===== src/rtl/pal_pkg.sv =====
package pal_pkg;
  localparam int COLOR_W = 4;
  localparam int N_ENT   = 4;
  localparam int IDX_W   = $clog2(N_ENT);
  localparam int GRP_W   = COLOR_W - IDX_W;

  typedef logic [COLOR_W-1:0] color_t;
  typedef logic [GRP_W-1:0]   grp_t;

  typedef enum logic [1:0] {
    WR_NONE,
    WR_BORDER,
    WR_ENTRY,
    WR_GROUP
  } wr_kind_e;
endpackage


===== src/rtl/pal_reset_sync.sv =====
module pal_reset_sync #(
  parameter int STAGES = 2
) (
  input  logic clk,
  input  logic rst_n,
  output logic rst_sync_n
);
  logic [STAGES-1:0] sync_q;

  always_ff @(posedge clk or negedge rst_n) begin
    if (!rst_n) sync_q <= '0;
    else        sync_q <= {sync_q[STAGES-2:0], 1'b1};
  end

  assign rst_sync_n = sync_q[STAGES-1];
endmodule


===== src/rtl/pal_regs.sv =====
module pal_regs
  import pal_pkg::*;
#(
  parameter logic [7:0] BORDER_HI = 8'h06,
  parameter logic [7:0] PAL_HI    = 8'h07,
  parameter logic [7:0] PORT_LO   = 8'hCF
) (
  input  logic                 clk,
  input  logic                 rst_n,
  input  logic                 wr_en,
  input  logic [7:0]           wr_addr_hi,
  input  logic [7:0]           wr_addr_lo,
  input  logic [7:0]           wr_data,
  output color_t               border_q,
  output color_t [N_ENT-1:0]   pal_q,
  output grp_t                 grp_q
);
  localparam int SEL_BIT = COLOR_W + IDX_W;

  wr_kind_e           kind;
  logic [IDX_W-1:0]   ent_sel;
  color_t             wr_color;
  color_t             border_d;
  grp_t               grp_d;
  logic               border_en;
  logic               grp_en;
  logic [N_ENT-1:0]   ent_en;

  assign ent_sel  = wr_data[COLOR_W +: IDX_W];
  assign wr_color = wr_data[COLOR_W-1:0];

  always_comb begin
    kind = WR_NONE;
    if (wr_en && wr_addr_lo == PORT_LO) begin
      if (wr_addr_hi == BORDER_HI) begin
        kind = WR_BORDER;
      end else if (wr_addr_hi == PAL_HI && !wr_data[7]) begin
        kind = wr_data[SEL_BIT] ? WR_GROUP : WR_ENTRY;
      end
    end
  end

  always_comb begin
    border_en = (kind == WR_BORDER);
    grp_en    = (kind == WR_GROUP);
    border_d  = wr_color;
    grp_d     = wr_data[GRP_W-1:0];
  end

  always_ff @(posedge clk or negedge rst_n) begin
    if (!rst_n)         border_q <= '0;
    else if (border_en) border_q <= border_d;
  end

  always_ff @(posedge clk or negedge rst_n) begin
    if (!rst_n)      grp_q <= '0;
    else if (grp_en) grp_q <= grp_d;
  end

  for (genvar e = 0; e < N_ENT; e++) begin : g_entry
    always_comb ent_en[e] = (kind == WR_ENTRY) && (ent_sel == e[IDX_W-1:0]);

    always_ff @(posedge clk or negedge rst_n) begin
      if (!rst_n)         pal_q[e] <= '0;
      else if (ent_en[e]) pal_q[e] <= wr_color;
    end
  end
endmodule


===== src/rtl/pal_lookup.sv =====
module pal_lookup
  import pal_pkg::*;
(
  input  color_t               pix_code,
  input  logic                 active,
  input  color_t               border,
  input  color_t [N_ENT-1:0]   pal,
  input  grp_t                 grp,
  output color_t               color_d
);
  logic in_group;

  always_comb begin
    in_group = (pix_code[COLOR_W-1:IDX_W] == grp);
    if (!active)       color_d = border;
    else if (in_group) color_d = pal[pix_code[IDX_W-1:0]];
    else               color_d = pix_code;
  end
endmodule


===== src/rtl/pal_color_stage.sv =====
module pal_color_stage
  import pal_pkg::*;
#(
  parameter logic [7:0] BORDER_HI = 8'h06,
  parameter logic [7:0] PAL_HI    = 8'h07,
  parameter logic [7:0] PORT_LO   = 8'hCF
) (
  input  logic               clk,
  input  logic               rst_n,
  input  logic               wr_en,
  input  logic [7:0]         wr_addr_hi,
  input  logic [7:0]         wr_addr_lo,
  input  logic [7:0]         wr_data,
  input  logic [COLOR_W-1:0] pix_code,
  input  logic               active,
  output logic [COLOR_W-1:0] irgb
);
  logic               rst_sync_n;
  color_t             border_q;
  color_t [N_ENT-1:0] pal_q;
  grp_t               grp_q;
  color_t             color_d;
  color_t             irgb_q;

  pal_reset_sync #(.STAGES(2)) u_rst (
    .clk        (clk),
    .rst_n      (rst_n),
    .rst_sync_n (rst_sync_n)
  );

  pal_regs #(
    .BORDER_HI (BORDER_HI),
    .PAL_HI    (PAL_HI),
    .PORT_LO   (PORT_LO)
  ) u_regs (
    .clk        (clk),
    .rst_n      (rst_sync_n),
    .wr_en      (wr_en),
    .wr_addr_hi (wr_addr_hi),
    .wr_addr_lo (wr_addr_lo),
    .wr_data    (wr_data),
    .border_q   (border_q),
    .pal_q      (pal_q),
    .grp_q      (grp_q)
  );

  pal_lookup u_lookup (
    .pix_code (pix_code),
    .active   (active),
    .border   (border_q),
    .pal      (pal_q),
    .grp      (grp_q),
    .color_d  (color_d)
  );

  always_ff @(posedge clk or negedge rst_sync_n) begin
    if (!rst_sync_n) irgb_q <= '0;
    else             irgb_q <= color_d;
  end

  assign irgb = irgb_q;
endmodule


===== config.mk =====
export PLATFORM = sky130hd
export DESIGN_NAME = pal_color_stage
export DESIGN_NICKNAME = d
export VERILOG_FILES = /design/src/rtl/pal_pkg.sv /design/src/rtl/pal_reset_sync.sv /design/src/rtl/pal_regs.sv /design/src/rtl/pal_lookup.sv /design/src/rtl/pal_color_stage.sv
export SDC_FILE = /design/constraint.sdc
export NUM_CORES = 1
export LEC_CHECK = 0
export BUFFER_PORTS_ARGS = -buffer_cell sky130_fd_sc_hd__clkbuf_2
export CORE_MARGIN = 2
export CORE_UTILIZATION = 55
export DETAILED_ROUTE_END_ITERATION = 12
export PLACE_DENSITY = 0.83
export SYNTH_ARGS = -nofsm -noshare
export SYNTH_HDL_FRONTEND = slang
export SYNTH_SLANG_ARGS = --single-unit

===== constraint.sdc =====
create_clock -name clk -period 1.5 [get_ports clk]
set_input_delay 0.15 -clock clk [delete_from_list [all_inputs] [get_ports clk]]
set_output_delay 0.15 -clock clk [all_outputs]
set_load 0.05 [all_outputs]

### After elaboration in Yosys (flattened, before gate mapping)

Cells that the tools add are included.

* $lt $le $gt $ge: 1
* equal/unequal tests: 10
* muxes and demuxes: 8
* reduce and logical (&&, ||, !) cells: 8

Operators by type and width (count)
* 8-bit by 3-bit == test with 1-bit output, second input constant: 2
* 4-bit two-way mux: 3
* 4-bit binary-select mux with 2-bit select: 1
* 2-bit == test, second input constant: 4
* 8-bit == test, second input constant: 1
* 1-bit logical AND: 6
* 2-bit two-way mux: 3
* 2-bit by 1-bit == test with 1-bit output, second input constant: 2
* 2-bit by 3-bit less-than comparator with 1-bit output, second input constant: 1
* 2-bit == test: 1
* 2-bit zero test: 1
* 1-bit zero test: 1
* 1-bit two-way mux: 1

* register bits after elaboration: 28
* input port bits: 32

### Logic depth before layout (Yosys ltp)

* word-level depth: 7
* mapped depth: 5

### Cells and area by module

A second synthesis with hierarchy kept.

* cell total of the unflattened synthesis: 100
* area, all modules: 1390.1 µm²

By module, submodules not included
* pal_regs: times used 1, cells each 62, area each 993.5 µm²
* pal_lookup: times used 1, cells each 31, area each 242.7 µm²
* pal_color_stage: times used 1, cells each 4, area each 100.1 µm²
* pal_reset_sync: times used 1, cells each 3, area each 53.8 µm²

### Least setup slack after synthesis

Ideal clock, no wire load.

* path kind: input-to-reg
* start point: input port wr_en
* end point: register u_regs.pal_q[0] (netlist bit)
* setup time: 0.125 ns
* data arrival time: 1.698 ns
* required time: 1.375 ns
* path slack: -0.323 ns
* cell stages on the path: 5
* cells stage by stage: nand4_1 > or4_4 > or4_1 > buf_2 > mux2_4

* cells in the longest elaborated chain, start to end: 4

Ends and longest elaborated chain
* from (decl): RTL line pal_color_stage.sv:10 `input logic wr_en,`
* 1-bit logical AND: RTL line pal_regs.sv:34 `if (wr_en && wr_addr_lo == PORT_LO) begin`
* 2-bit two-way mux: RTL line pal_regs.sv:34
* 2-bit == test: RTL line pal_regs.sv:61 `always_comb ent_en[e] = (kind == WR_ENTRY) && (ent_sel == e[IDX_W-1:0]);`
* 1-bit logical AND: RTL line pal_regs.sv:61
* to (signal, indexed assignment): RTL line pal_regs.sv:65 `else if (ent_en[e]) pal_q[e] <= wr_color;`
* to (decl): RTL line pal_regs.sv:15 `output color_t [N_ENT-1:0] pal_q,`

No other way between the ends.
A chain may end at the register's enable or synchronous reset.

### Worst setup path after layout

* start point: input port wr_addr_lo[3]
* end point: register u_regs.pal_q[2] (netlist bit)

* cells in the longest elaborated chain, start to end: 5

Ends and longest elaborated chain
* from (decl): RTL line pal_color_stage.sv:12 `input logic [7:0] wr_addr_lo,`
* 8-bit == test: RTL line pal_regs.sv:34
* 1-bit logical AND: RTL line pal_regs.sv:34
* 2-bit two-way mux: RTL line pal_regs.sv:34
* 2-bit == test: RTL line pal_regs.sv:61
* 1-bit logical AND: RTL line pal_regs.sv:61

No other way between the ends.

==> flow_metrics.tcl <==
set metrics [dict create \
    status "complete, but fails checks" \
    violations "setup timing" \
    drtIter0Drc 8 \
    layout_common_cells "clkbuf_2, dfrtp_1, mux2_2" \
    fp.dieH_um 53.2 \
    grt_max_degree 27 \
    fillers 162 \
    dieArea_um2 2830 \
    cts_tree "done" \
    initial_core_util 0.591 \
    syn_nets 136 \
    grt_util_all_layers 0.234 \
    grt_pass1_vias 987 \
    syn_to_final_growth_pct 28.3 \
    ys_types 29 \
    worstSetupEndpointType "flop" \
    min_path_cells 3 \
    drive_gt1_frac 0.556 \
    core_um2 2250 \
    num-nets-final 186 \
    max_stage_delay_ns 0.60 \
    cpMostUsedCell "or4_4" \
    critPathMaxFanout 4 \
    worst_setup_path_start_kind "input pin" \
    rsz0062_at_grt "true" \
    final_max_slew_viol_count 0 \
    drtAntennaViolNets 0 \
    wirelength_mm 2.87 \
    synthArstFlopShare 1.00 \
    drv_cap 0 \
    skew_ns 0.0140 \
    path_clk_slew_ns 0.15 \
    worstPathCellList "clkbuf_2 -> nand4_1 -> or4_4 -> or4_4 -> mux2_4" \
    critPathKind "in -> reg" \
    worstHoldEndpoint "irgb[3]$_DFF_PN0_" \
    final_common_cell "clkbuf_2" \
    via_count 1003 \
    fin_cells 181 \
    clock_latency_ns 0.33 \
    peakVddDrop_mv 0.601 \
    synth_cells 104 \
    reg2reg_from "u_regs.grp_q[1]$_DFFE_PN0N_" \
    ys_ff_latch 28 \
    vias_per_cell 5.54 \
    synthFlopType "dfrtp_1" \
    drtPass1Iterations 5 \
    power.leakage_nw 0.896 \
    dpl.hpwl_mm 2.23 \
    netlist_area_um2 1330 \
    syn-mean-instance-area_um2 12.8 \
    ys_warn_count 0 \
    grt_pass1_wl_mm 4.53 \
    crit_arrival_ns 1.80 \
    diodes 0 \
    cts_root_buf "clkbuf_4" \
    ff2ff_setup_slack_ns 0.33 \
    io_buffers 35 \
    hp-start "pix_code[3]" \
    powerDensity_nw_per_um2 751 \
    antenna_found_initial 0 \
    place_ws_ns -0.520 \
    rr_worst_depth 4 \
    gp_congestion 0.816 \
    final-setup-viol-count 8 \
    critPathRequiredTime_ns 1.72 \
    finalCritPeriodShare 1.06 \
    drc_errors 0 \
    boundaryPins 36 \
    synth_enable_flop_cells 0 \
    clockBufferDepth 2 \
    r2r_end "irgb[1]$_DFF_PN0_" \
    dpl.cell_count 174 \
    finalHoldViolations 0 \
    rows 17 \
    timing.final.ws_setup_ns -0.0836 \
    numClockSinks 28 \
    period_minus_slack_ns 1.58 \
    wire_per_inst_um 15.9 \
    cts_inserted_buffers 3 \
    die-width_um 53.2 \
    max_freq_mhz 631 \
    ys_seq_area_frac 0.526 \
    gr-total-overflow 0 \
    slowest_stage "or4_4" \
    min_path_type "in -> reg" \
    h-tree-depth 1 \
]
## Yosys cell counts, drive strengths merged (3+ instances only)
| cell type | instances | area share |
|---|---|---|
| nand2 | 8 | 0.023 |
| nor2 | 4 | 0.011 |
| dfrtp | 28 | 0.53 |
| inv | 3 | 0.0085 |
| or4 | 3 | 0.020 |
| mux2 | 24 | 0.23 |
## layout make-up
cell class / instances / area, um2 / area share
clock buffer: 4 / 36.3 / 0.0212
timing repair buffer: 49 / 293 / 0.171
tap: 28 / 35.0 / 0.0205
multi-input combinational: 69 / 633 / 0.370
sequential: 28 / 701 / 0.410
inverter: 3 / 11.3 / 0.00659
## registers in the layout, indices dropped and copies added (netlist names)
| name | flops |
|---|---|
| u_regs.pal_q | 16 |
| irgb | 4 |
| u_regs.border_q | 4 |
| u_rst.sync_q | 2 |
| u_regs.grp_q | 2 |
## worst max-delay path, delay by kind of cell
kind                   cells  cell delay [ns]
buffers and inverters      1             0.08
and+or+nand+nor            3             1.24
muxes                      1             0.33
## per-layer routing
layer,vias to the layer above,global-route usage,share of wire
li1,472,-,-
met1,482,0.273,0.39
met2,43,0.436,0.55
met3,6,0.0282,0.039
met4,0,0.0769,0.016
met5,-,0,0
## through the flow
| stage | area, um2 | TNS (ns) | hold WS, ns | power [W] | utilization |
|---|---|---|---|---|---|
| after floorplan | 1330 | -4.09 | -0.146 | 0.000850 | - |
| after global placement | 1610 | -6.47 | -0.0649 | 0.000921 | 0.713 |
| after detailed placement | 1610 | -7.34 | -0.0631 | 0.000927 | 0.713 |
| after CTS | 1680 | -0.359 | 0.0849 | 0.00128 | 0.745 |
| after global routing | 1710 | -0.707 | 0.0786 | 0.00134 | 0.758 |
| final | 1710 | -0.466 | 0.0890 | 0.00128 | 0.758 |
## power by group
group | switching, W | leakage (nW) | internal [W] | total, W
Clock | 0.000216 | 0.0210 | 0.000149 | 0.000365
Combinational | 0.0000893 | 0.493 | 0.0000633 | 0.000153
Sequential | 0.00000263 | 0.382 | 0.000764 | 0.000767
## worst max path at each step
stage                     cells after the start  slack (ns)                           end           from
after floorplan                               5       -0.32   u_regs.pal_q[0]$_DFFE_PN0P_          wr_en
after global placement                        5       -0.47   u_regs.pal_q[9]$_DFFE_PN0P_          wr_en
after detailed placement                      5       -0.52  u_regs.pal_q[10]$_DFFE_PN0P_          wr_en
after CTS                                     5       -0.06   u_regs.pal_q[2]$_DFFE_PN0P_          wr_en
after global routing                          5       -0.09   u_regs.pal_q[2]$_DFFE_PN0P_  wr_addr_lo[3]
final                                         5       -0.08   u_regs.pal_q[2]$_DFFE_PN0P_  wr_addr_lo[3]
## cell families after synthesis
| family | share of synthesized area |
|---|---|
| xor+xnor | 0.0131 |
| other cells | 0.00281 |
| mux | 0.274 |
| buf+inv | 0.0216 |
| flops | 0.526 |
| compound gates | 0.0338 |
| simple gates | 0.129 |
## what timing repair did
| item | in CTS | in global routing |
|---|---|---|
| buffers inserted | 1 | 1 |
| setup endpoints to repair | 9 | 16 |
| gates resized for setup | 4 | 4 |
| hold endpoints to repair | 2 | 0 |
| pin swaps | 0 | 2 |
| hold buffers | 1 | 0 |
(Power assumes the default switching activity.)
